===== src/rtl/nasd_pkg.sv =====
package nasd_pkg;
  localparam int unsigned SAMPLE_W = 16;
  localparam int unsigned SYNC_LEN = 6;

  // Word expected at position idx of the sync run (0 = oldest).
  function automatic logic [SAMPLE_W-1:0] sync_word(input int unsigned idx);
    logic [SAMPLE_W-1:0] w;
    case (idx)
      4:       w = 16'hF872;
      5:       w = 16'h4E1F;
      default: w = '0;
    endcase
    return w;
  endfunction
endpackage


===== src/rtl/nasd_sync_match.sv =====
module nasd_sync_match
  import nasd_pkg::*;
#(
  parameter int unsigned LEN = SYNC_LEN
) (
  input  logic                clk,
  input  logic                rst,
  input  logic                in_valid,
  input  logic [SAMPLE_W-1:0] in_data,
  output logic                hit
);
  localparam int unsigned DEPTH = LEN - 1;

  logic [SAMPLE_W-1:0] hist [DEPTH];
  logic [DEPTH-1:0]    hist_ok;
  logic [DEPTH-1:0]    stage_eq;

  // hist[0] holds the most recent accepted word.
  for (genvar k = 0; k < DEPTH; k++) begin : g_stage
    if (k == 0) begin : g_head
      always_ff @(posedge clk) begin
        if (rst) begin
          hist[k]    <= '0;
          hist_ok[k] <= 1'b0;
        end else if (in_valid) begin
          hist[k]    <= in_data;
          hist_ok[k] <= 1'b1;
        end
      end
    end else begin : g_tail
      always_ff @(posedge clk) begin
        if (rst) begin
          hist[k]    <= '0;
          hist_ok[k] <= 1'b0;
        end else if (in_valid) begin
          hist[k]    <= hist[k-1];
          hist_ok[k] <= hist_ok[k-1];
        end
      end
    end
    assign stage_eq[k] = hist_ok[k] && (hist[k] == sync_word(DEPTH - 1 - k));
  end

  assign hit = in_valid && (in_data == sync_word(LEN - 1)) && (&stage_eq);
endmodule


===== src/rtl/nasd_hold_timer.sv =====
module nasd_hold_timer #(
  parameter int unsigned HOLD_FRAMES = 4096,
  localparam int unsigned CNT_W = $clog2(HOLD_FRAMES)
) (
  input  logic             clk,
  input  logic             rst,
  input  logic             hit,
  input  logic             frame_stb,
  output logic             det_q,
  output logic             det_nxt,
  output logic [CNT_W-1:0] cnt_q
);
  localparam logic [CNT_W-1:0] LAST = CNT_W'(HOLD_FRAMES - 1);

  logic [CNT_W-1:0] cnt_nxt;

  always_comb begin
    det_nxt = det_q;
    cnt_nxt = cnt_q;
    if (hit) begin
      det_nxt = 1'b1;
      cnt_nxt = '0;
    end else if (det_q && frame_stb) begin
      if (cnt_q == LAST) begin
        det_nxt = 1'b0;
        cnt_nxt = '0;
      end else begin
        cnt_nxt = cnt_q + 1'b1;
      end
    end
  end

  always_ff @(posedge clk) begin
    if (rst) begin
      det_q <= 1'b0;
      cnt_q <= '0;
    end else begin
      det_q <= det_nxt;
      cnt_q <= cnt_nxt;
    end
  end
endmodule


===== src/rtl/nasd_pass.sv =====
module nasd_pass
  import nasd_pkg::*;
(
  input  logic                clk,
  input  logic                rst,
  input  logic                in_valid,
  input  logic [SAMPLE_W-1:0] in_data,
  output logic                out_valid,
  output logic [SAMPLE_W-1:0] out_data
);
  always_ff @(posedge clk) begin
    if (rst) out_valid <= 1'b0;
    else     out_valid <= in_valid;
  end

  always_ff @(posedge clk) begin
    if (in_valid) out_data <= in_data;
  end
endmodule


===== src/rtl/nasd_top.sv =====
module nasd_top
  import nasd_pkg::*;
#(
  parameter int unsigned HOLD_FRAMES = 4096,
  localparam int unsigned CNT_W = $clog2(HOLD_FRAMES)
) (
  input  logic                clk,
  input  logic                rst,
  input  logic                smp_valid,
  input  logic [SAMPLE_W-1:0] smp_data,
  input  logic                frame_stb,
  input  logic                cs_bit1,
  output logic                out_valid,
  output logic [SAMPLE_W-1:0] out_data,
  output logic                auto_det,
  output logic                audio_flag
);
  logic             sync_hit;
  logic             det_nxt;
  logic [CNT_W-1:0] hold_cnt;
  logic             audio_q;

  nasd_sync_match #(.LEN(SYNC_LEN)) u_match (
    .clk      (clk),
    .rst      (rst),
    .in_valid (smp_valid),
    .in_data  (smp_data),
    .hit      (sync_hit)
  );

  nasd_hold_timer #(.HOLD_FRAMES(HOLD_FRAMES)) u_hold (
    .clk       (clk),
    .rst       (rst),
    .hit       (sync_hit),
    .frame_stb (frame_stb),
    .det_q     (auto_det),
    .det_nxt   (det_nxt),
    .cnt_q     (hold_cnt)
  );

  nasd_pass u_pass (
    .clk       (clk),
    .rst       (rst),
    .in_valid  (smp_valid),
    .in_data   (smp_data),
    .out_valid (out_valid),
    .out_data  (out_data)
  );

  always_ff @(posedge clk) begin
    if (rst) audio_q <= 1'b0;
    else     audio_q <= det_nxt | cs_bit1;
  end

  assign audio_flag = audio_q;
endmodule


===== config.mk =====
export PLATFORM = sky130hd
export DESIGN_NAME = nasd_top
export DESIGN_NICKNAME = d
export VERILOG_FILES = /design/src/rtl/nasd_pkg.sv /design/src/rtl/nasd_sync_match.sv /design/src/rtl/nasd_hold_timer.sv /design/src/rtl/nasd_pass.sv /design/src/rtl/nasd_top.sv
export SDC_FILE = /design/constraint.sdc
export NUM_CORES = 1
export LEC_CHECK = 0
export BUFFER_PORTS_ARGS = -buffer_cell sky130_fd_sc_hd__buf_2
export CAP_MARGIN = 20
export CORE_ASPECT_RATIO = 1.1
export CORE_MARGIN = 4
export CORE_UTILIZATION = 35
export CTS_CLUSTER_DIAMETER = 30
export DETAILED_ROUTE_END_ITERATION = 8
export GPL_TIMING_DRIVEN = 0
export SYNTH_ARGS = -nofsm -noshare
export SYNTH_HDL_FRONTEND = slang
export SYNTH_HIERARCHICAL = 1
export SYNTH_SLANG_ARGS = --single-unit

===== constraint.sdc =====
create_clock -name clk -period 7.1 [get_ports clk]
set_clock_uncertainty 0.2 [all_clocks]
set_input_delay 0.355 -clock clk [delete_from_list [all_inputs] [get_ports clk]]
set_output_delay 0.355 -clock clk [all_outputs]
set_load 0.02 [all_outputs]

# Word level (Yosys, flattened, before mapping)
# Memory sizes are Yosys's and may differ from the RTL's.
# Index checks and enable logic that the tools add are counted.
# word_totals
out_inout_bits	19
elab_cells	49
ram_bits	80
regBits	36
mem_count	1
# classes
add_sub_neg	1
n_bitwise	6
n_reduce_logical	14
n_mux	14
n_eq_ne	3
# mem_list
name	depth	width	read_ports	rd_clocked_by_memory_dff	wr	line_no	text
u_match.hist	5	16	5	0	5	nasd_sync_match.sv:14	logic [SAMPLE_W-1:0] hist [DEPTH];
# ops
operator	count
$mux W16	5
$logic_not A16 Y1	4
$eq A16 B15 Y1 const B	1
$eq A16 B16 Y1 const B	1
$add A12 B1 Y12 const B	1
$eq A12 B12 Y1 const B	1
$mux W12	1
$logic_and A1 B1 Y1	8
$mux W1	8
$or A1 B1 Y1	6
$reduce_and A5 Y1	1
$reduce_or A2 Y1	1

# Logic depth before layout (Yosys ltp)
# logic_depth
depth_word	6
ltp_mapped	9
depth_no_buf	7

# Modules after synthesis
# The synthesis kept the hierarchy.
# modules_own_cells
module	area_per_inst_um2	cells_per_inst	instances	seq_area_each_um2
nasd_sync_match	3383.2	222	1	2502.4
nasd_hold_timer	635.6	70	1	260.2
nasd_pass	514.2	18	1	500.5
nasd_top	30.0	2	1	20.0

# Worst setup path after synthesis
# OpenSTA, ideal clock, no wires.
# synth_timing
kind	flip-flop to flip-flop
from	mem u_match.hist[1][5]
to	reg u_hold.cnt_q[11]
path_buffers	1
setup_time_ns	0.117
path_slack_ns	4.736
arrival_time_ns	2.047
synth_period_minus_slack_ns	2.364
path_stages_with_launch	9
path_cell_list	edfxtp_1 -> or4b_4 -> nor4_2 -> nand4_1 -> nor4_2 -> or2_2 -> clkbuf_1 -> a31o_2 -> nor2_1
# synth_lines
element	line_no	text
start: declaration	nasd_sync_match.sv:14	
end signal: assignment	nasd_hold_timer.sv:39	cnt_q <= cnt_nxt;
end: declaration	nasd_hold_timer.sv:11	output logic [CNT_W-1:0] cnt_q

# Final worst setup path
# layout_timing
from	in smp_data[13]
to	reg u_hold.cnt_q[11]
# layout_between
elab_chain_len	4
# layout_lines
element	line_no	text
start: declaration	nasd_top.sv:10	input logic [SAMPLE_W-1:0] smp_data,
$eq A16 B15 Y1	nasd_sync_match.sv:44	assign hit = in_valid && (in_data == sync_word(LEN - 1)) && (&stage_eq);
$logic_and A1 B1 Y1 (2 in series)	nasd_sync_match.sv:44	
net sync_hit	nasd_top.sv:18	logic sync_hit;
$reduce_or A2 Y1 (no source line)	n/a	
# The timed path passes the listed nets, and every way through them passes these cells.
# A chain may end at the register's enable or synchronous reset.

==> out/metrics.csv <==
metric,value,unit
post-detailed-routing wire length,8220,µm
fraction of met1 tracks used by global routing,0.144,
result of the run,"complete, no violations",
Max Cap Viol,0,
DP HPWL,5680,µm
clock share of power,0.453,
number of post-CTS setup repair buffers,0,
critical path endpoint category,register,
most common cell in the netlist,edfxtp_1,
clock sink count,116,
overflow left after global routing,0,
clock slew at the register clock pins of the worst setup and hold paths,0.05,ns
met2 GRT Util,0.195,
type of the tightest min-delay check,in -> reg,
leading area contributor after synthesis,edfxtp_1,
combined area of all synthesized cells,0.00456,mm²
worst hold slack,0.0287,ns
1st-iter DRT viols,107,
die height,128,µm
largest net degree at the start of global routing,67,
number of nets in the synthesized netlist,334,
GR Util met3,0.0477,
number of antenna violations at the first check in global routing,0,
Most Crowded Layer GR,met2,
synthesized instance count,312,
Avg WL per Cell,14.8,µm
setup repair after global routing missed its margin,false,
Post-Synthesis Mean Instance Area,14.6,µm²
number of inserted diodes,0,
area share of the largest cell type after synthesis,0.632,
fraction of registers with async set/reset,0,
"EDFF count, synth",96,
most common flop cell mapped by yosys,edfxtp_1,
Sw Ratio,0.203,
peak per-stage delay on the critical path,0.54,ns
Total GRT Usage,0.122,
area of the core,0.0127,mm²
top-level I/O count,40,
routability congestion estimate,0.762,
fin crit share,0.399,
yosys warns,6,
list of most frequent post-synthesis cells,"edfxtp_1 (96), and2_1 (79), dfxtp_1 (20), nor2_1 (19), nor4_1 (12)",
Clock Latency Late Sink,0.40,ns
flop and latch count out of synthesis,116,
largest cells by area after synthesis,"edfxtp_1 (63%), and2_1 (11%), dfxtp_1 (8.8%)",
clock tree from TritonCTS,built,
number of I/O port buffers,39,
power consumption,1610,µW
maximum achievable frequency,353,MHz
number of vias after detailed routing,2593,
first-pass detailed-route iteration total,4,
maximum count of clock buffers along a single path,2,
Slew Limit Fails,0,
sequential share of power,0.497,
"critical path, cell by cell",dlygate4sd3_1 -> buf_2 -> nor4bb_1 -> nand4_1 -> or3_1 -> nor4_2 -> or2_2 -> clkbuf_1 -> a31o_2 -> nor2_1,
distinct cell type count of the synthesized netlist,38,
die footprint,0.0149,mm²
number of vias per cell after detailed routing,4.68,
"critical path fanouts, max",7,
combinational share of power,0.050,
leakage power of the design,0.00214,µW
H-tree depth,4,
minimum period implied by the final worst setup slack,2.84,ns
final setup fails,0,
first-pass GRT wire length,13400,µm
critical path's top delay family,simple AND/OR/NAND/NOR gates,
accumulated negative setup slack,0,ns
Worst VDD drop,0.191,mV
end-of-flow core utilization,0.445,
Resized cells post-CTS,0,
worst-case headroom to the max-slew limit,0.674,
Critical-path top delay cell,dlygate4sd3_1,
final hold viol count,0,
Final Net Count,409,
sum of buffers and inverters on the critical path,3,
proportion of layout cells with a drive suffix above 1,0.196,
cell row count,43,
switching power of the nets,326,µW
sequential share of the synthesized area,0.719,
Crit path arrival time,2.92,ns
Die X-Extent,117,µm
Post-DRT Antenna Nets,0,
category of the most critical setup path,in -> reg,
number of global-route vias before repair,2684,
DR DRC count,0,
measured slew at the worst slew-check pin,0.482,ns
Crit path required time,7.18,ns
area growth from synthesis to layout,23.8,%
number of clock buffers inserted by TritonCTS,17,
Startpoint Class,input pin,
internal power summed over all cells,1280,µW
initial core utilization,0.359,
cell chosen for the clock root,clkbuf_16,
PwrDens,284,mW/mm²
routing by layer:
metal / share of wire / routed length [µm]
met1: 0.43 / 3580
met2: 0.51 / 4170
met3: 0.033 / 272
met4: 0.025 / 202
met5: 0 / 0
final cells by class:
cell class | count | area, µm²
timing repair buffer | 56 | 383
buffer | 11 | 42.5
clock buffer | 20 | 437
multi-input combinational | 183 | 1230
sequential | 116 | 3280
inverter | 2 | 7.51
fill | 1141 | 7050
clock inverter | 9 | 66.3
tap | 157 | 196
cells by family (layout without fill, tap and decap cells):
logic type / after synthesis / in the layout / share of synthesized area
AO/OA/AOI/OAI: 5 / 5 / 0.00850
XOR/XNOR: 10 / 10 / 0.0192
adder cells (fa/ha/maj): 1 / 1 / 0.00274
buffers and inverters: 13 / 98 / 0.0110
flip-flops: 116 / 116 / 0.719
multiplexers: 4 / 4 / 0.00877
AND/OR/NAND/NOR: 163 / 163 / 0.230
power groups by stage:
stage	clock network [µW]	registers [µW]	logic, µW
detailed placement	0	812	74.6
finish	727	799	80.0
CTS	746	799	81.5
floorplan	0	816	32.6
global route	781	802	87.7
global placement	0	812	71.6
metrics by stage:
step / cell area, µm² / setup slack, ns / std cells
after floorplan: 4560 / 4.74 / 312
final: 5650 / 4.26 / 554
after global placement: 4950 / 4.11 / 508
after CTS: 5650 / 4.22 / 554
after global routing: 5650 / 4.08 / 554
after detailed placement: 4980 / 4.12 / 509
cell usage in the layout, fill, tap and decap left out, types with 6 or more instances in the layout:
master	count
buf_2	40
nand4_1	7
clkbuf_1	13
nand2_1	7
nor4b_1	6
dlygate4sd3_1	16
edfxtp_1	96
nor4_1	12
clkbuf_16	17
dfxtp_1	20
nor2_1	19
and2_1	79
what timing repair did:
action	in CTS	in global routing
endpoints found under the hold margin	16	0
setup endpoints to repair	0	0
hold buffers	16	0
path summary, 6_finish.rpt:
kind | from | end | slack [ns] | cells after the start
max | smp_data[13] | u_hold/cnt_q[11] | 4.26 | 10
min reg2reg | u_match/hist_ok[4] | u_match/hist_ok[4] | 0.29 | 2
max reg2reg | u_match/hist[1][5] | u_hold/cnt_q[11] | 4.29 | 8
min | smp_data[3] | u_pass/out_data[3] | 0.03 | 1
registers in the layout, summed over array words and instances, names as in the netlist:
register and flops:
u_pass/out_valid 1, audio_flag 1, u_hold/cnt_q 12, u_match/hist 80
u_pass/out_data 16, u_hold/det_q 1, u_match/hist_ok 5
Power figures use the tool's default switching activity.
